--- config.mk ---
export PLATFORM = sky130hd
export DESIGN_NAME = i2cCmdTarget
export DESIGN_NICKNAME = d
export VERILOG_FILES = /design/src/rtl/i2cTgtPkg.sv /design/src/rtl/i2cTgtWatchdog.sv /design/src/rtl/i2cTgtDatapath.sv /design/src/rtl/i2cTgtControl.sv /design/src/rtl/i2cCmdTarget.sv
export SDC_FILE = /design/constraint.sdc
export NUM_CORES = 1
export LEC_CHECK = 0
export CAP_MARGIN = 20
export CORE_AREA = 8 8 95 97
export CTS_CLUSTER_DIAMETER = 120
export DETAILED_ROUTE_END_ITERATION = 8
export DIE_AREA = 0 0 103 105
export GPL_TIMING_DRIVEN = 0
export HOLD_SLACK_MARGIN = 0.05
export PLACE_DENSITY_LB_ADDON = 0.1
export SYNTH_ARGS = -nofsm -noshare
export SYNTH_HDL_FRONTEND = slang
export SYNTH_SLANG_ARGS = --single-unit
--- constraint.sdc ---
create_clock -name clk -period 4.47 [get_ports clk]
set_clock_uncertainty 0.15 [all_clocks]
set_input_delay 0.894 -clock clk [delete_from_list [all_inputs] [get_ports clk]]
set_output_delay 0.894 -clock clk [all_outputs]
set_load 0.01 [all_outputs]
--- src/rtl/i2cTgtPkg.sv ---
package i2cTgtPkg;

  localparam int BYTE_W      = 8;
  localparam int SYNC_STAGES = 2;
  localparam int BIT_CNT_W   = $clog2(BYTE_W + 1);

  typedef enum logic [3:0] {
    ST_IDLE,
    ST_ADDR,
    ST_ADDR_ACK,
    ST_CMD,
    ST_CMD_ACK,
    ST_WDATA,
    ST_WDATA_ACK,
    ST_RDATA,
    ST_RDATA_MACK,
    ST_SKIP
  } tgtState_e;

  // strobes from control to datapath
  typedef struct packed {
    logic clrBits;
    logic shiftIn;
    logic shiftTx;
    logic loadTx;
    logic loadPtr;
    logic incPtr;
    logic wrStb;
  } dpCtrl_t;

  // conditions from datapath to control
  typedef struct packed {
    logic              sclRise;
    logic              sclFall;
    logic              start;
    logic              stop;
    logic              sdaS;
    logic              byteDone;
    logic [BYTE_W-1:0] rxByte;
    logic              rdMsb;
    logic              txNext;
    logic              released;
  } dpStat_t;

endpackage

--- src/rtl/i2cTgtWatchdog.sv ---
module i2cTgtWatchdog #(
  parameter int STUCK_CYCLES  = 100_000_000,
  parameter int SETTLE_CYCLES = 16
) (
  input  logic clk,
  input  logic rstN,
  input  logic sclS,
  input  logic sdaS,
  output logic released,
  output logic sleepReq
);

  localparam int CNT_MAX = STUCK_CYCLES + SETTLE_CYCLES;
  localparam int CNT_W   = $clog2(CNT_MAX + 1);

  logic [CNT_W-1:0] lowCnt;

  always_ff @(posedge clk or negedge rstN) begin
    if (!rstN) begin
      lowCnt <= '0;
    end else if (sclS && sdaS) begin
      lowCnt <= '0;
    end else if (lowCnt != CNT_W'(CNT_MAX)) begin
      lowCnt <= lowCnt + 1'b1;
    end
  end

  assign released = (lowCnt >= CNT_W'(STUCK_CYCLES));
  assign sleepReq = (lowCnt >= CNT_W'(CNT_MAX));

endmodule

--- src/rtl/i2cTgtDatapath.sv ---
module i2cTgtDatapath
  import i2cTgtPkg::*;
#(
  parameter int STUCK_CYCLES  = 100_000_000,
  parameter int SETTLE_CYCLES = 16
) (
  input  logic              clk,
  input  logic              rstN,
  input  logic              sclIn,
  input  logic              sdaIn,
  input  dpCtrl_t           ctrl,
  input  logic [BYTE_W-1:0] regRdData,
  output dpStat_t           stat,
  output logic [BYTE_W-1:0] regAddr,
  output logic [BYTE_W-1:0] regWrData,
  output logic              regWrEn,
  output logic              sleepReq
);

  logic [SYNC_STAGES-1:0] sclPipe;
  logic [SYNC_STAGES-1:0] sdaPipe;
  logic                   sclPrev;
  logic                   sdaPrev;
  logic                   sclS;
  logic                   sdaS;
  logic [BYTE_W-1:0]      rxShift;
  logic [BYTE_W-1:0]      txShift;
  logic [BIT_CNT_W-1:0]   bitCnt;
  logic [BYTE_W-1:0]      ptr;
  logic                   released;

  // two-flop synchronizers, reset to the idle (high) bus level
  always_ff @(posedge clk or negedge rstN) begin
    if (!rstN) begin
      sclPipe <= '1;
      sdaPipe <= '1;
      sclPrev <= 1'b1;
      sdaPrev <= 1'b1;
    end else begin
      sclPipe <= {sclPipe[SYNC_STAGES-2:0], sclIn};
      sdaPipe <= {sdaPipe[SYNC_STAGES-2:0], sdaIn};
      sclPrev <= sclS;
      sdaPrev <= sdaS;
    end
  end

  assign sclS = sclPipe[SYNC_STAGES-1];
  assign sdaS = sdaPipe[SYNC_STAGES-1];

  // receive shifter and bit counter (also counts transmitted bits)
  always_ff @(posedge clk or negedge rstN) begin
    if (!rstN) begin
      rxShift <= '0;
      bitCnt  <= '0;
    end else if (ctrl.clrBits) begin
      bitCnt <= '0;
    end else if (ctrl.shiftIn) begin
      rxShift <= {rxShift[BYTE_W-2:0], sdaS};
      bitCnt  <= bitCnt + 1'b1;
    end
  end

  // transmit shifter
  always_ff @(posedge clk or negedge rstN) begin
    if (!rstN) begin
      txShift <= '0;
    end else if (ctrl.loadTx) begin
      txShift <= regRdData;
    end else if (ctrl.shiftTx) begin
      txShift <= {txShift[BYTE_W-2:0], 1'b0};
    end
  end

  // location pointer
  always_ff @(posedge clk or negedge rstN) begin
    if (!rstN) begin
      ptr <= '0;
    end else if (ctrl.loadPtr) begin
      ptr <= rxShift;
    end else if (ctrl.incPtr) begin
      ptr <= ptr + 1'b1;
    end
  end

  // register-file write port
  always_ff @(posedge clk or negedge rstN) begin
    if (!rstN) begin
      regWrEn   <= 1'b0;
      regWrData <= '0;
    end else begin
      regWrEn <= ctrl.wrStb;
      if (ctrl.wrStb) begin
        regWrData <= rxShift;
      end
    end
  end

  i2cTgtWatchdog #(
    .STUCK_CYCLES (STUCK_CYCLES),
    .SETTLE_CYCLES(SETTLE_CYCLES)
  ) u_watchdog (
    .clk     (clk),
    .rstN    (rstN),
    .sclS    (sclS),
    .sdaS    (sdaS),
    .released(released),
    .sleepReq(sleepReq)
  );

  assign regAddr = ptr;

  always_comb begin
    stat          = '0;
    stat.sclRise  = sclS & ~sclPrev;
    stat.sclFall  = ~sclS & sclPrev;
    stat.start    = sclS & sclPrev & sdaPrev & ~sdaS;
    stat.stop     = sclS & sclPrev & ~sdaPrev & sdaS;
    stat.sdaS     = sdaS;
    stat.byteDone = (bitCnt == BIT_CNT_W'(BYTE_W));
    stat.rxByte   = rxShift;
    stat.rdMsb    = regRdData[BYTE_W-1];
    stat.txNext   = txShift[BYTE_W-2];
    stat.released = released;
  end

endmodule

--- src/rtl/i2cTgtControl.sv ---
module i2cTgtControl
  import i2cTgtPkg::*;
#(
  parameter logic [6:0]        DEV_ADDR = 7'h55,
  parameter logic [BYTE_W-1:0] MAX_CMD  = 8'h6B
) (
  input  logic    clk,
  input  logic    rstN,
  input  dpStat_t stat,
  input  logic    regReadOnly,
  output dpCtrl_t ctrl,
  output logic    sdaLow
);

  tgtState_e state, nextState;
  logic      sdaLowQ, nextSda;
  logic      isReadQ, nextIsRead;
  logic      mAckQ, nextMAck;

  always_ff @(posedge clk or negedge rstN) begin
    if (!rstN) begin
      state   <= ST_IDLE;
      sdaLowQ <= 1'b0;
      isReadQ <= 1'b0;
      mAckQ   <= 1'b0;
    end else begin
      state   <= nextState;
      sdaLowQ <= nextSda;
      isReadQ <= nextIsRead;
      mAckQ   <= nextMAck;
    end
  end

  always_comb begin
    nextState  = state;
    nextSda    = sdaLowQ;
    nextIsRead = isReadQ;
    nextMAck   = mAckQ;
    ctrl       = '0;

    if (stat.released) begin
      nextState = ST_IDLE;
      nextSda   = 1'b0;
    end else if (stat.start) begin
      nextState    = ST_ADDR;
      nextSda      = 1'b0;
      ctrl.clrBits = 1'b1;
    end else if (stat.stop) begin
      nextState = ST_IDLE;
      nextSda   = 1'b0;
    end else begin
      unique case (state)
        ST_ADDR: begin
          if (stat.sclRise) begin
            ctrl.shiftIn = 1'b1;
          end else if (stat.sclFall && stat.byteDone) begin
            if (stat.rxByte[BYTE_W-1:1] == DEV_ADDR) begin
              nextState  = ST_ADDR_ACK;
              nextSda    = 1'b1;
              nextIsRead = stat.rxByte[0];
            end else begin
              nextState = ST_SKIP;
            end
          end
        end

        ST_ADDR_ACK: begin
          if (stat.sclFall) begin
            ctrl.clrBits = 1'b1;
            if (isReadQ) begin
              ctrl.loadTx = 1'b1;
              nextSda     = ~stat.rdMsb;
              nextState   = ST_RDATA;
            end else begin
              nextSda   = 1'b0;
              nextState = ST_CMD;
            end
          end
        end

        ST_CMD: begin
          if (stat.sclRise) begin
            ctrl.shiftIn = 1'b1;
          end else if (stat.sclFall && stat.byteDone) begin
            if (stat.rxByte <= MAX_CMD) begin
              ctrl.loadPtr = 1'b1;
              nextSda      = 1'b1;
              nextState    = ST_CMD_ACK;
            end else begin
              nextState = ST_SKIP;
            end
          end
        end

        ST_CMD_ACK: begin
          if (stat.sclFall) begin
            ctrl.clrBits = 1'b1;
            nextSda      = 1'b0;
            nextState    = ST_WDATA;
          end
        end

        ST_WDATA: begin
          if (stat.sclRise) begin
            ctrl.shiftIn = 1'b1;
          end else if (stat.sclFall && stat.byteDone) begin
            if (!regReadOnly) begin
              ctrl.wrStb = 1'b1;
              nextSda    = 1'b1;
              nextState  = ST_WDATA_ACK;
            end else begin
              nextState = ST_SKIP;
            end
          end
        end

        ST_WDATA_ACK: begin
          if (stat.sclFall) begin
            ctrl.incPtr  = 1'b1;
            ctrl.clrBits = 1'b1;
            nextSda      = 1'b0;
            nextState    = ST_WDATA;
          end
        end

        ST_RDATA: begin
          if (stat.sclRise) begin
            ctrl.shiftIn = 1'b1;
          end else if (stat.sclFall) begin
            if (stat.byteDone) begin
              nextSda   = 1'b0;
              nextState = ST_RDATA_MACK;
            end else begin
              ctrl.shiftTx = 1'b1;
              nextSda      = ~stat.txNext;
            end
          end
        end

        ST_RDATA_MACK: begin
          if (stat.sclRise) begin
            nextMAck    = ~stat.sdaS;
            ctrl.incPtr = ~stat.sdaS;
          end else if (stat.sclFall) begin
            if (mAckQ) begin
              ctrl.loadTx  = 1'b1;
              ctrl.clrBits = 1'b1;
              nextSda      = ~stat.rdMsb;
              nextState    = ST_RDATA;
            end else begin
              nextSda   = 1'b0;
              nextState = ST_SKIP;
            end
          end
        end

        default: begin
          nextSda = 1'b0;
        end
      endcase
    end
  end

  assign sdaLow = sdaLowQ;

endmodule

--- src/rtl/i2cCmdTarget.sv ---
module i2cCmdTarget
  import i2cTgtPkg::*;
#(
  parameter logic [6:0]        DEV_ADDR      = 7'h55,
  parameter logic [BYTE_W-1:0] MAX_CMD       = 8'h6B,
  parameter int                STUCK_CYCLES  = 100_000_000,
  parameter int                SETTLE_CYCLES = 16
) (
  input  logic              clk,
  input  logic              rstN,
  input  logic              sclIn,
  input  logic              sdaIn,
  output logic              sclDriveLow,
  output logic              sdaDriveLow,
  output logic [BYTE_W-1:0] regAddr,
  output logic [BYTE_W-1:0] regWrData,
  output logic              regWrEn,
  input  logic [BYTE_W-1:0] regRdData,
  input  logic              regReadOnly,
  output logic              sleepReq
);

  dpCtrl_t ctrl;
  dpStat_t stat;
  logic    sdaLow;

  i2cTgtDatapath #(
    .STUCK_CYCLES (STUCK_CYCLES),
    .SETTLE_CYCLES(SETTLE_CYCLES)
  ) u_datapath (
    .clk      (clk),
    .rstN     (rstN),
    .sclIn    (sclIn),
    .sdaIn    (sdaIn),
    .ctrl     (ctrl),
    .regRdData(regRdData),
    .stat     (stat),
    .regAddr  (regAddr),
    .regWrData(regWrData),
    .regWrEn  (regWrEn),
    .sleepReq (sleepReq)
  );

  i2cTgtControl #(
    .DEV_ADDR(DEV_ADDR),
    .MAX_CMD (MAX_CMD)
  ) u_control (
    .clk        (clk),
    .rstN       (rstN),
    .stat       (stat),
    .regReadOnly(regReadOnly),
    .ctrl       (ctrl),
    .sdaLow     (sdaLow)
  );

  assign sdaDriveLow = sdaLow & ~stat.released;
  assign sclDriveLow = 1'b0;

endmodule

; Word-level counts from Yosys, hierarchy flattened
; Index checks and enable logic that the tools add are counted.
[word_totals]
out_inout_bits = 20
romBits = 0
ramBits = 0
latch_bits = 0
memories = 0
ff_bits = 76
[classes]
n_mux = 80
magnitude_cmp = 3
mul = 0
addsub = 3
div = 0
eq_ne = 27
shifts = 0
bitwise = 19
reduce_logical = 15
[ops]
columns = operator, n
row1 = 4-bit two-way mux, 22
row2 = 27-bit greater-or-equal comparator (second input constant), 2
row3 = 27-bit two-way mux, 2
row4 = 5-bit by 4-bit inequality test with 1-bit output (second input constant), 9
row5 = 1-bit two-way mux, 43
row6 = 5-bit inequality test (second input constant), 6
row7 = 7-bit two-way mux, 4
row8 = 4-bit case mux with 7 select lines, 1
row9 = 27-bit by 1-bit adder with 27-bit output (second input constant), 1
row10 = 27-bit inequality test (second input constant), 1
row11 = 4-bit by 3-bit equality test with 1-bit output (second input constant), 4
row12 = 8-bit two-way mux, 2
row13 = 15-bit AND reduction, 1
row14 = 14-bit AND reduction, 1
row15 = 1-bit NOT, 11
row16 = 10-bit nonzero test, 1
row17 = 8-bit by 1-bit adder with 8-bit output (second input constant), 1
row18 = 1-bit bitwise AND, 8
row19 = 4-bit by 2-bit equality test with 1-bit output (second input constant), 2
row20 = 4-bit equality test (second input constant), 2
row21 = 8-bit by 7-bit <= comparator with 1-bit output (second input constant), 1
row22 = 2-bit nonzero test, 4
row23 = 7-bit equality test (second input constant), 1
row24 = 1-bit case mux with 7 select lines, 1
row25 = 13 further kinds, 16

; Logic depth before layout (Yosys ltp)
; Gate-level depths: netlist of the first run.
[depth]
depth_word = 11
mapped_depth = 10
mapped_depth_nobuf = 8

; Hierarchy
; From an unflattened synthesis of the first run, not the netlist that was laid out.
[hier_totals]
hier_cells = 427
area_unflattened_um2 = 4240.3
[modules_own_cells]
columns = module, area_each_um2, cells_each, seq_area_each_um2, n_inst
row1 = i2cTgtDatapath, 1811.7, 150, 1058.5, 1
row2 = i2cTgtWatchdog, 1519.0, 156, 675.6, 1
row3 = i2cTgtControl, 884.6, 118, 175.2, 1
row4 = i2cCmdTarget, 25.0, 3, 0.0, 1

; Worst setup path after synthesis of the first run
; OpenSTA, ideal clock, no wires.
[synth_timing]
path_type = flip-flop to output port
start = reg u_datapath.u_watchdog.lowCnt[13]
end = out sleepReq
stages_incl_launch_ff = 6
arrival_time_ns = 1.701
setup_slack_ns = 1.725
t_required_ns = 3.426
path_cell_list = dfrtp_1 -> and4_4 -> nand2_1 -> or4_4 -> buf_6 -> o21ai_0
[synth_between]
elab_chain_cells = 1
[synth_rtl]
columns = element, line_no
row1 = "start, declared", i2cTgtWatchdog.sv:16  ; logic [CNT_W-1:0] lowCnt;
row2 = "start signal, assigned", i2cTgtWatchdog.sv:24  ; lowCnt <= lowCnt + 1'b1;
row3 = 27-bit greater-or-equal comparator, i2cTgtWatchdog.sv:29  ; assign sleepReq = (lowCnt >= CNT_W'(CNT_MAX));
row4 = "end, declared", i2cCmdTarget.sv:20  ; output logic sleepReq
; Every way passes these cells.

; Worst setup path in the final report of the first run
; Same ends and word-level chain as after synthesis.

==> results of run 1 <==
==> worst max-delay path by stage <==
| stage | end | slack, ns | depth (start not counted) |
|---|---|---|---|
| 6_report | sleepReq | 0.81 | 6 |
| 5_1_grt | sleepReq | 0.70 | 6 |
| 4_1_cts | sleepReq | 0.78 | 6 |
| 3_5_place_dp | sleepReq | 1.16 | 6 |
| 3_3_place_gp | u_datapath.txShift[3]$_DFFE_PN0P_ | -0.24 | 1 |
| 2_1_floorplan | sleepReq | 1.72 | 5 |
==> Yosys cell counts (3+ instances only) <==
master	number	share of area [%]
a32oi_1	4	0.87
dfstp_2	6	3.9
nor2_1	43	4.0
xnor2_1	9	2.0
mux2_2	17	4.7
a31oi_1	3	0.47
nand4_1	10	1.5
nand3b_1	4	0.74
nor2b_1	5	0.77
xor2_1	18	3.9
or3_1	4	0.62
mux2i_1	3	0.74
a22oi_1	4	0.74
ha_1	5	1.5
buf_2	3	0.37
dfrtp_1	70	43
nand2_1	23	2.1
nor3_1	9	1.1
nor4_1	5	0.77
clkbuf_1	12	1.1
a21oi_1	13	1.6
o21ai_0	18	2.2
o22ai_1	7	1.1
nand3_1	22	2.7
buf_6	3	0.84
or4_1	5	0.93
o211ai_1	6	1.1
nand2b_1	5	0.77
inv_1	19	1.8
and3_1	4	0.62
a2bb2oi_1	6	1.3
==> power by group through the flow <==
| stage | Combinational (mW) | Clock, mW | Sequential, mW |
|---|---|---|---|
| after floorplan | 0.176 | 0 | 0.830 |
| after global placement | 0.233 | 0 | 0.858 |
| after detailed placement | 0.242 | 0 | 0.860 |
| after CTS | 0.243 | 0.496 | 0.847 |
| after global routing | 0.271 | 0.527 | 0.862 |
| final | 0.242 | 0.482 | 0.847 |
==> metrics by stage <==
stage | power, mW | TNS [ns] | cell area (sq um) | utilization (%) | std cells
after floorplan | 1.01 | 0 | 4040 | - | 408
after global placement | 1.09 | -15.97 | 4470 | 59.4 | 541
after detailed placement | 1.10 | 0 | 4500 | 59.8 | 542
after CTS | 1.59 | 0 | 4680 | 62.2 | 558
after global routing | 1.66 | 0 | 4680 | 62.2 | 558
final | 1.57 | 0 | 4680 | 62.2 | 558
==> flip-flops by register name (all words and copies together), names as in the netlist <==
name                          cells
u_control.isReadQ                 1
u_control.mAckQ                   1
u_control.sdaLow                  1
u_control.state                   4
u_datapath.bitCnt                 4
u_datapath.regAddr                8
u_datapath.regWrData              8
u_datapath.regWrEn                1
u_datapath.rxShift                8
u_datapath.sclPipe                2
u_datapath.sclPrev                1
u_datapath.sdaPipe                2
u_datapath.sdaPrev                1
u_datapath.txShift                7
u_datapath.u_watchdog.lowCnt     27
==> cells by family after synthesis <==
logic type	synth area share (%)
fa+ha+maj	1.55
xor+xnor	5.86
other cells	0.0929
mux	5.49
buf+inv	4.46
flops	47.3
compound gates	13.0
simple gates	22.3
==> critical path, stage by stage, from the launching register on <==
cell and delay, ns:
dfrtp_1 0.44, and4_4 0.28, nand2_1 0.08, or4_4 0.56, buf_6 0.17, o21ai_0 0.18, clkdlybuf4s50_1 0.56
==> final cells by class <==
| type | instances | area (sq um) |
|---|---|---|
| Fill cell | 669 | 2850 |
| Multi-Input combinational cell | 293 | 1950 |
| Sequential cell | 76 | 1910 |
| Timing Repair Buffer | 32 | 335 |
| Clock buffer | 12 | 155 |
| Tap cell | 102 | 128 |
| Buffer | 20 | 109 |
| Inverter | 19 | 71.3 |
| Clock inverter | 4 | 25.0 |
==> per-layer routing <==
metal,GRT usage (%),vias up,part of all wire (%)
li1,-,1567,-
met1,22.1,1534,46
met2,26.7,86,48
met3,3.78,12,5.0
met4,5.69,0,1.4
met5,0,-,0
==> reports/results.txt, run 1 <==
GRT Total Usage -> 16.9%
Setup CP Type -> reg -> out
Max Slew Vio Count -> 0
CP Max Fanout -> 10
Initial antenna violation count -> 0
Commonest non-fill, non-tap cell in the layout -> dfrtp_1
Count of final hold-check violations -> 0
Clock transition at path regs -> 0.08 ns
PortBufs -> 31
Flop pwr share -> 53.9%
Net Sw Frac -> 30.0%
Dpl hpwl -> 6210 microns
Hold-fix buffers, CTS -> 0
# H-tree levels -> 3
Slew @ Worst Pin -> 0.582 ns
Net switching power -> 0.471 mW
Crit path from -> u_datapath.u_watchdog.lowCnt[13]$_DFFE_PN0P_
Syn avg cell area -> 9.89 sq um
Reg2reg end -> u_datapath.regAddr[6]$_DFFE_PN0P_
Hold endpoint -> u_datapath.sclPrev$_DFF_PN1_
Syn Inst Count -> 408
Clock power frac -> 30.7%
Via count -> 3199
Final period utilization -> 81.8%
PwrDens -> 336 nW/um^2
Hold path start -> u_datapath.sclPipe[1]$_DFF_PN1_
Postcts setup bufs -> 0
Clock buffer depth -> 2
Synth cell types -> 62
Top_reg_cell synth -> dfrtp_1
Post-synth EDFFs -> 0
Warnings from Yosys -> 0
Root Driver -> clkbuf_8
I/O pin cnt -> 33
Starting Density -> 53.6%
DRC errors left -> 0
Worst Path Arrival -> 2.61 ns
Post_cts resized -> 0
ANT cells -> 0
Area Growth Syn to Fin -> 15.9%
Leakage dissipation -> 2.04 nW
Share of the yosys chip area belonging to registers -> 47.3%
RSZ-0062 raised after global routing -> false
Data required, critical path -> 3.43 ns
Synth Cell Area -> 4040 sq um
DR pass1 iterations -> 5
DP Worst Slack -> 1.16 ns
Reg2Reg Depth -> 8
Drt wl/cell -> 15.4 microns
Crit start category -> flip-flop
Largest net degree at the start of global routing -> 48
Internal cell power -> 1.10 mW
Vias in the first global route -> 3080
Worst Hold Class -> reg -> reg
Worst hold slack -> 0.211 ns
First-pass GRT wire length -> 14600 microns
Fmax -> 273 MHz
FF-to-FF Start -> u_datapath.sclPipe[1]$_DFF_PN1_
Number of nets in the layout -> 469
Die W -> 103 microns
Height of the die -> 105 microns
TritonCTS clock tree -> built
Flop2flop setup slack -> 1.78 ns
Synth Register Bits -> 76
Post-route setup slack -> 0.812 ns
Combinational share of power -> 15.4%
Core ar. -> 7530 sq um
Layout cells sized above 1 -> 13.6%
Clk_lat worst skew -> 0.35 ns
Outcome -> complete, no violations
Post-synth ARST share -> 100%
Wirelength, routed -> 8610 microns
Slew HR -> 61.0%
Syn nets -> 426
Hold Path Cell Cnt -> 0
Fin crit period -> 3.66 ns
Maximum VDD drop -> 0.174 mV
Final setup viols -> 0
Max-capacitance violation count -> 0
Via density -> 5.73
CTS buffer count -> 9
Total congestion overflow -> 0
CP endpoint kind -> primary output
Commonest cells after routing, fill and taps aside -> dfrtp_1 (70), nor2_1 (43), clkdlybuf4s50_1 (30)
Initial drt markers -> 154
Die footprint -> 10800 sq um
Cell row count -> 32
Clock sinks -> 76
Final ANT Viol Nets -> 0
RD Place Congestion -> 0.872
Power figures use the tool's default switching activity.
==> inputs of run 2 (changes only) <==
--- a/config.mk
+++ b/config.mk
@@ -6,10 +6,10 @@
 export NUM_CORES = 1
 export LEC_CHECK = 0
 export CAP_MARGIN = 20
-export CORE_AREA = 8 8 95 97
+export CORE_AREA = 8 8 97 99
 export CTS_CLUSTER_DIAMETER = 120
 export DETAILED_ROUTE_END_ITERATION = 8
-export DIE_AREA = 0 0 103 105
+export DIE_AREA = 0 0 105 107
 export GPL_TIMING_DRIVEN = 0
 export HOLD_SLACK_MARGIN = 0.05
 export PLACE_DENSITY_LB_ADDON = 0.1
==> constraint.sdc (replaced) <==
create_clock -name clk -period 3.1 [get_ports clk]
set_clock_uncertainty 0.15 [all_clocks]
set_input_delay 0.62 -clock clk [delete_from_list [all_inputs] [get_ports clk]]
set_output_delay 0.62 -clock clk [all_outputs]
set_load 0.01 [all_outputs]
==> run 2 against run 1 <==
Net effect:
- clock power grew 78%
- global-route usage down 0.52 points
- critical endpoint unchanged
- count of clock-buffer cells in the layout is 1 lower
- critical path type unchanged
- routed wire length rose by 5.4%
==> reports/results.txt, run 2 (synthesis gave the netlist of run 1 again) <==
Outcome -> complete, no violations
Drt wl/cell -> 15.8 microns (+2.5%)
Largest net degree at the start of global routing -> 49 (+2.1%)
ANT cells -> 0 (unchanged)
Root Driver -> clkbuf_8
Slew HR -> 60.9% (-0.086 points)
I/O pin cnt -> 33 (unchanged)
Final period utilization -> 98.1%
Max-capacitance violation count -> 0 (unchanged)
Clk_lat worst skew -> 0.35 ns (about the same)
Placed cell areas -> 4500 sq um (about the same)
Clock sinks -> 76 (unchanged)
Final ANT Viol Nets -> 0 (unchanged)
Die W -> 105 microns (+1.9%)
Height of the die -> 107 microns (+1.9%)
GRT Total Usage -> 16.4% (-0.52 points)
Largest register FFs -> 27 (unchanged)
TNS Setup -> 0 ns (unchanged)
Fin crit period -> 3.04 ns
Max Slew Vio Count -> 0 (unchanged)
Via count -> 3205 (+0.19%)
TritonCTS clock tree -> built
RD Place Congestion -> 0.887 (+1.7%)
Core ar. -> 7930 sq um (+5.3%)
Setup CP Type -> reg -> out
Buffers and inverters on the worst path -> 1 (-1)
Worst hold slack -> 0.212 ns (+0.000921 ns)
Slew @ Worst Pin -> 0.582 ns (-0.000617 ns)
Data required, critical path -> 2.33 ns (-1.10 ns)
Crit path from -> u_datapath.u_watchdog.lowCnt[12]$_DFFE_PN0P_
Area Growth Syn to Fin -> 19.8%
Worst path cell trace -> nor4_2 -> nand3b_1 -> or4_4 -> o21ai_1 -> dlygate4sd2_1
Clock buffer depth -> 2 (unchanged)
Leakage dissipation -> 2.13 nW (+4.4%)
Footprint of the multi-input gates -> 1960 sq um (+0.58%)
Crit start category -> flip-flop
FF-to-FF Start -> u_datapath.sclPipe[1]$_DFF_PN1_
WP depth -> 5 (-1)
Initial drt markers -> 137 (-11%)
Starting Density -> 50.9% (-2.7 points)
Register name with the most flops -> u_datapath.u_watchdog.lowCnt
# H-tree levels -> 3 (unchanged)
Crit-path slowest cell -> or4_4
First-pass GRT wire length -> 15200 microns (+3.7%)
Die footprint -> 11200 sq um (+3.9%)
Commonest cells after routing, fill and taps aside -> dfrtp_1 (70), nor2_1 (43), clkdlybuf4s50_1 (28)
Count of final hold-check violations -> 0 (unchanged)
PortBufs -> 31 (unchanged)
Reg2Reg Depth -> 8 (unchanged)
CP endpoint kind -> primary output
Wirelength, routed -> 9080 microns (+5.4%)
CTS buffer count -> 9 (unchanged)
Critical Path Max Stage Delay -> 0.63 ns (+0.07 ns)
Sequential Area -> 1910 sq um (unchanged)
Commonest non-fill, non-tap cell in the layout -> dfrtp_1
Worst Path Arrival -> 2.27 ns (-0.34 ns)
DRC errors left -> 0 (unchanged)
Flop2flop setup slack -> 0.41 ns (-1.37 ns)
Via density -> 5.58 (-2.6%)
Maximum VDD drop -> 0.293 mV (+69%)
Crit path max-delay family -> simple AND/OR/NAND/NOR gates
Initial antenna violation count -> 0 (unchanged)
Final setup viols -> 0 (unchanged)
CP Capture Point -> sleepReq
CP Max Fanout -> 8 (-2)
Total congestion overflow -> 0 (unchanged)
Clock transition at path regs -> 0.08 ns (about the same)
Number of fill cells in the layout -> 703 (+5.1%)
Cell row count -> 33 (+3.1%)
Dpl hpwl -> 6210 microns (about the same)
Reg2reg end -> u_datapath.regAddr[3]$_DFFE_PN0P_
Number of nets in the layout -> 482 (+2.8%)
Fmax -> 329 MHz
DR pass1 iterations -> 4 (-1)
Cell area after layout -> 4840 sq um (+3.3%)
Worst Hold Class -> reg -> reg
Vias in the first global route -> 3204 (+4.0%)
PwrDens -> 503 nW/um^2 (+50%)
Layout cells sized above 1 -> 16.2% (+2.6 points)
[run 2: cell types whose count changed in the layout (fill, tap and decap cells not counted), moves of 2 or more]
cell / previous run / this run
clkdlybuf4s50_1: 30 / 28
clkinv_2: 2 / 0
buf_4: 3 / 16
bufinv_16: 0 / 2
clkinv_4: 0 / 2
[run 2: what timing repair did]
item                                    CTS  global route
pin swaps                                 0             2
gates cloned                              0             0
endpoints found under the setup margin    2             2
buffers inserted                          6             7
endpoints found under the hold margin    16             0
hold buffers                              1             0
gates resized for setup                   2             4
[run 2: per-layer routing]
metal | wire length (microns) | part of all wire, % | vias to the layer above | GRT usage [%]
met5 | 0 | 0 | - | 0
met4 | 112 | 1.2 | 0 | 6.52
met3 | 355 | 3.9 | 11 | 3.78
met2 | 4370 | 48 | 58 | 27.5
met1 | 4240 | 47 | 1547 | 20.0
li1 | - | - | 1589 | -
[run 2: area by class of cell]
type / count / area share (%)
Inverter: 19 / 1.47
Multi-Input combinational cell: 293 / 40.5
Tap cell: 105 / 2.72
Clock buffer: 11 / 2.92
Timing Repair Buffer: 46 / 9.13
Sequential cell: 76 / 39.5
Buffer: 19 / 2.02
Clock inverter: 5 / 1.76
[run 2: where the power goes]
part,internal [mW],switching (mW),leakage [nW]
Clock,0.479,0.381,0.110
Sequential,1.09,0.134,1.01
Combinational,0.164,0.184,1.01
[run 2: how the worst min path moves through the flow]
stage	start	end	slack [ns]	cells after the start
CTS	u_datapath.sdaPipe[0]$_DFF_PN1_	u_datapath.sdaPipe[1]$_DFF_PN1_	0.21	0
global route	u_datapath.sdaPipe[0]$_DFF_PN1_	u_datapath.sdaPipe[1]$_DFF_PN1_	0.22	0
floorplan	rstN	u_control.isReadQ$_DFFE_PN0P_	0.17	0
finish	u_datapath.sdaPipe[0]$_DFF_PN1_	u_datapath.sdaPipe[1]$_DFF_PN1_	0.21	0
global placement	u_datapath.sclPipe[0]$_DFF_PN1_	u_datapath.sclPipe[1]$_DFF_PN1_	0.20	0
detailed placement	u_datapath.sclPipe[0]$_DFF_PN1_	u_datapath.sclPipe[1]$_DFF_PN1_	0.20	0
[run 2: worst register-to-register path: stages, from the launching register on]
cell	delay, ns
dfstp_2	0.54
clkbuf_1	0.31
or4b_1	0.48
o32a_1	0.18
nor2_1	0.24
and3_4	0.26
buf_2	0.22
a21oi_1	0.09
o21ai_0	0.16
[run 2: metrics by stage]
step	cells	utilization [%]	setup WS [ns]	total power, mW
6_report	574	61.0	0.0598	2.43
5_1_grt	574	61.0	-0.0624	2.56
4_1_cts	568	60.3	0.0439	2.45
3_5_place_dp	545	56.8	0.0489	1.59
3_3_place_gp	544	56.5	-1.34	1.58
2_1_floorplan	408	-	0.629	1.45
==> inputs of run 3 (changes only) <==
--- a/config.mk
+++ b/config.mk
@@ -6,11 +6,10 @@
 export NUM_CORES = 1
 export LEC_CHECK = 0
 export CAP_MARGIN = 20
-export CORE_AREA = 8 8 97 99
+export CORE_AREA = 3 3 92 94
 export CTS_CLUSTER_DIAMETER = 120
 export DETAILED_ROUTE_END_ITERATION = 8
-export DIE_AREA = 0 0 105 107
-export GPL_TIMING_DRIVEN = 0
+export DIE_AREA = 0 0 95 97
 export HOLD_SLACK_MARGIN = 0.05
 export PLACE_DENSITY_LB_ADDON = 0.1
 export SYNTH_ARGS = -nofsm -noshare
==> run 3 against run 2 <==
Net effect:
- power rose by 4.6%
- setup slack improved by 0.066 ns
- fmax rose by 2.2%
- critical path depth did not move
- final cell count fell by 4.9%
- global-route usage rose by 3.0 points
- worst hold slack got worse by 0.0091 ns
- highest routed layer unchanged
- routed wire length fell by 8.2%
- sequential power barely moved
- clock power rose by 14%
- largest power group unchanged
- critical path type unchanged
- die area fell by 18%
==> reports/results.txt, run 3 (synthesis gave the netlist of run 1 again) <==
Drt wl/cell -> 15.3 microns (-3.4%)
Maximum VDD drop -> 0.334 mV (+14%)
Number of fill cells in the layout -> 638 (-9.2%)
Height of the die -> 97 microns (-9.3%)
Worst path cell trace -> nor4_2 -> nand3b_1 -> or4_4 -> and3_1 -> dlygate4sd2_1
PortBufs -> 31 (unchanged)
Outcome -> complete, no violations
Worst Hold Class -> reg -> reg
Slew @ Worst Pin -> 0.938 ns (+0.357 ns)
Die footprint -> 9220 sq um (-18%)
CP Max Fanout -> 4 (-4)
Initial antenna violation count -> 0 (unchanged)
CP endpoint kind -> primary output
Vias in the first global route -> 2979 (-7.0%)
First-pass GRT wire length -> 14300 microns (-5.6%)
Crit-path slowest cell -> or4_4
Starting Density -> 52.2% (+1.3 points)
Layout cells sized above 1 -> 14.2% (-2.0 points)
Final setup viols -> 0 (unchanged)
Worst Path Arrival -> 2.20 ns (-0.07 ns)
Clock buffer depth -> 2 (unchanged)
Max-capacitance violation count -> 0 (unchanged)
Cell row count -> 32 (-3.0%)
Data required, critical path -> 2.33 ns (about the same)
Root Driver -> clkbuf_8
TritonCTS clock tree -> built
Final ANT Viol Nets -> 0 (unchanged)
Clock sinks -> 76 (unchanged)
Core ar. -> 7730 sq um (-2.5%)
Worst hold slack -> 0.203 ns (-0.00907 ns)
PwrDens -> 542 nW/um^2 (+7.7%)
Commonest cells after routing, fill and taps aside -> dfrtp_1 (70), nor2_1 (43), clkdlybuf4s50_1 (28)
Final period utilization -> 95.9% (-2.1 points)
Setup CP Type -> reg -> out
RSZ-0062 raised after global routing -> false
Via count -> 3145 (-1.9%)
Largest net degree at the start of global routing -> 77 (+57%)
ANT cells -> 0 (unchanged)
# H-tree levels -> 3 (unchanged)
Via density -> 5.76 (+3.2%)
Area Growth Syn to Fin -> 16.4%
TNS Setup -> 0 ns (unchanged)
Critical Path Max Stage Delay -> 0.55 ns (-0.08 ns)
Count of final hold-check violations -> 0 (unchanged)
I/O pin cnt -> 33 (unchanged)
Number of nets in the layout -> 457 (-5.2%)
Largest register FFs -> 27 (unchanged)
Leakage dissipation -> 2.07 nW (-2.8%)
CTS buffer count -> 9 (unchanged)
Clock transition at path regs -> 0.08 ns (about the same)
Hold-fix buffers, CTS -> 0 (-1)
Crit start category -> flip-flop
Dpl hpwl -> 5760 microns (-7.2%)
Fmax -> 336 MHz (+2.2%)
Max Slew Vio Count -> 0 (unchanged)
Fin crit period -> 2.97 ns (-0.0660 ns)
GRT Total Usage -> 19.3% (+3.0 points)
DRC errors left -> 0 (unchanged)
RD Place Congestion -> 0.884 (-0.36%)
Wirelength, routed -> 8340 microns (-8.2%)
Die W -> 95 microns (-9.5%)
Clk_lat worst skew -> 0.34 ns (about the same)
Slew HR -> 37.4% (-23 points)
Crit path max-delay family -> simple AND/OR/NAND/NOR gates
DR pass1 iterations -> 4 (unchanged)
Commonest non-fill, non-tap cell in the layout -> dfrtp_1
Register name with the most flops -> u_datapath.u_watchdog.lowCnt
Buffers and inverters on the worst path -> 1 (unchanged)
Initial drt markers -> 180 (+31%)
Total congestion overflow -> 0 (unchanged)
==> run 3: changes by cell type in the layout (fill, tap and decap cells not counted), sizes merged <==
| cell | before | now |
|---|---|---|
| dlygate4sd3 | 1 | 0 |
| bufinv | 2 | 4 |
| clkdlybuf4s15 | 1 | 0 |
| clkbuf | 23 | 10 |
| clkinv | 2 | 1 |
| buf | 22 | 10 |
| dlygate4sd2 | 1 | 2 |
==> run 3: repair_timing <==
action,in CTS,in global routing
gates resized for setup,3,1
endpoints found under the setup margin,2,2
gates cloned,0,0
setup buffers,3,1
pin swaps,1,1
==> run 3: through the flow <==
step | cells | util, % | setup WS [ns] | power, mW | area, sq um
after floorplan | 408 | - | 0.629 | 1.45 | 4040
after global placement | 526 | 56.9 | 0.158 | 1.57 | 4400
after detailed placement | 526 | 56.9 | 0.145 | 1.58 | 4400
after CTS | 545 | 60.6 | 0.0598 | 2.57 | 4680
after global routing | 546 | 60.8 | 0.0356 | 2.68 | 4700
final | 546 | 60.8 | 0.126 | 2.54 | 4700
==> run 3: path summary, 6_finish.rpt <==
check / start / end / slack, ns / cells after the start
max: u_datapath.u_watchdog.lowCnt[12]$_DFFE_PN0P_ / sdaDriveLow / 0.13 / 5
min: u_datapath.sclPipe[0]$_DFF_PN1_ / u_datapath.sclPipe[1]$_DFF_PN1_ / 0.20 / 0
max reg2reg: u_datapath.u_watchdog.lowCnt[12]$_DFFE_PN0P_ / u_datapath.regWrData[1]$_DFFE_PN0P_ / 0.25 / 8
min reg2reg: u_datapath.sclPipe[0]$_DFF_PN1_ / u_datapath.sclPipe[1]$_DFF_PN1_ / 0.20 / 0
max in group asynchronous: rstN / u_datapath.u_watchdog.lowCnt[24]$_DFFE_PN0P_ / 1.93 / 1
min in group asynchronous: rstN / u_datapath.regAddr[3]$_DFFE_PN0P_ / 0.25 / 1
==> run 3: final cells by class <==
type                            count  area, sq um  area share [%]
Clock buffer                       10          128            2.72
Clock inverter                      6          136            2.90
Inverter                           19         71.3            1.52
Multi-Input combinational cell    293         1950            41.6
Sequential cell                    76         1910            40.6
Tap cell                          102          128            2.72
Timing Repair Buffer               40          373            7.94
==> run 3: worst register-to-register path, cell delays in order (launching register included) <==
cell,delay [ns]
dfrtp_1,0.43
nor4_2,0.25
nand3b_1,0.12
or4_4,0.55
buf_4,0.17
buf_4,0.16
nand2_1,0.16
or4_1,0.36
mux2_2,0.38
==> run 3: routing by layer <==
layer	up-vias	share of wire [%]	track usage [%]
li1	1529	-	-
met1	1544	48	27.3
met2	66	47	30.4
met3	6	4.3	3.03
met4	0	1.0	5.99
met5	-	0	0
==> run 3: power by group <==
group / total (mW) / switching [mW] / internal, mW
Combinational: 0.324 / 0.168 / 0.156
Clock: 0.980 / 0.362 / 0.618
Sequential: 1.24 / 0.149 / 1.09
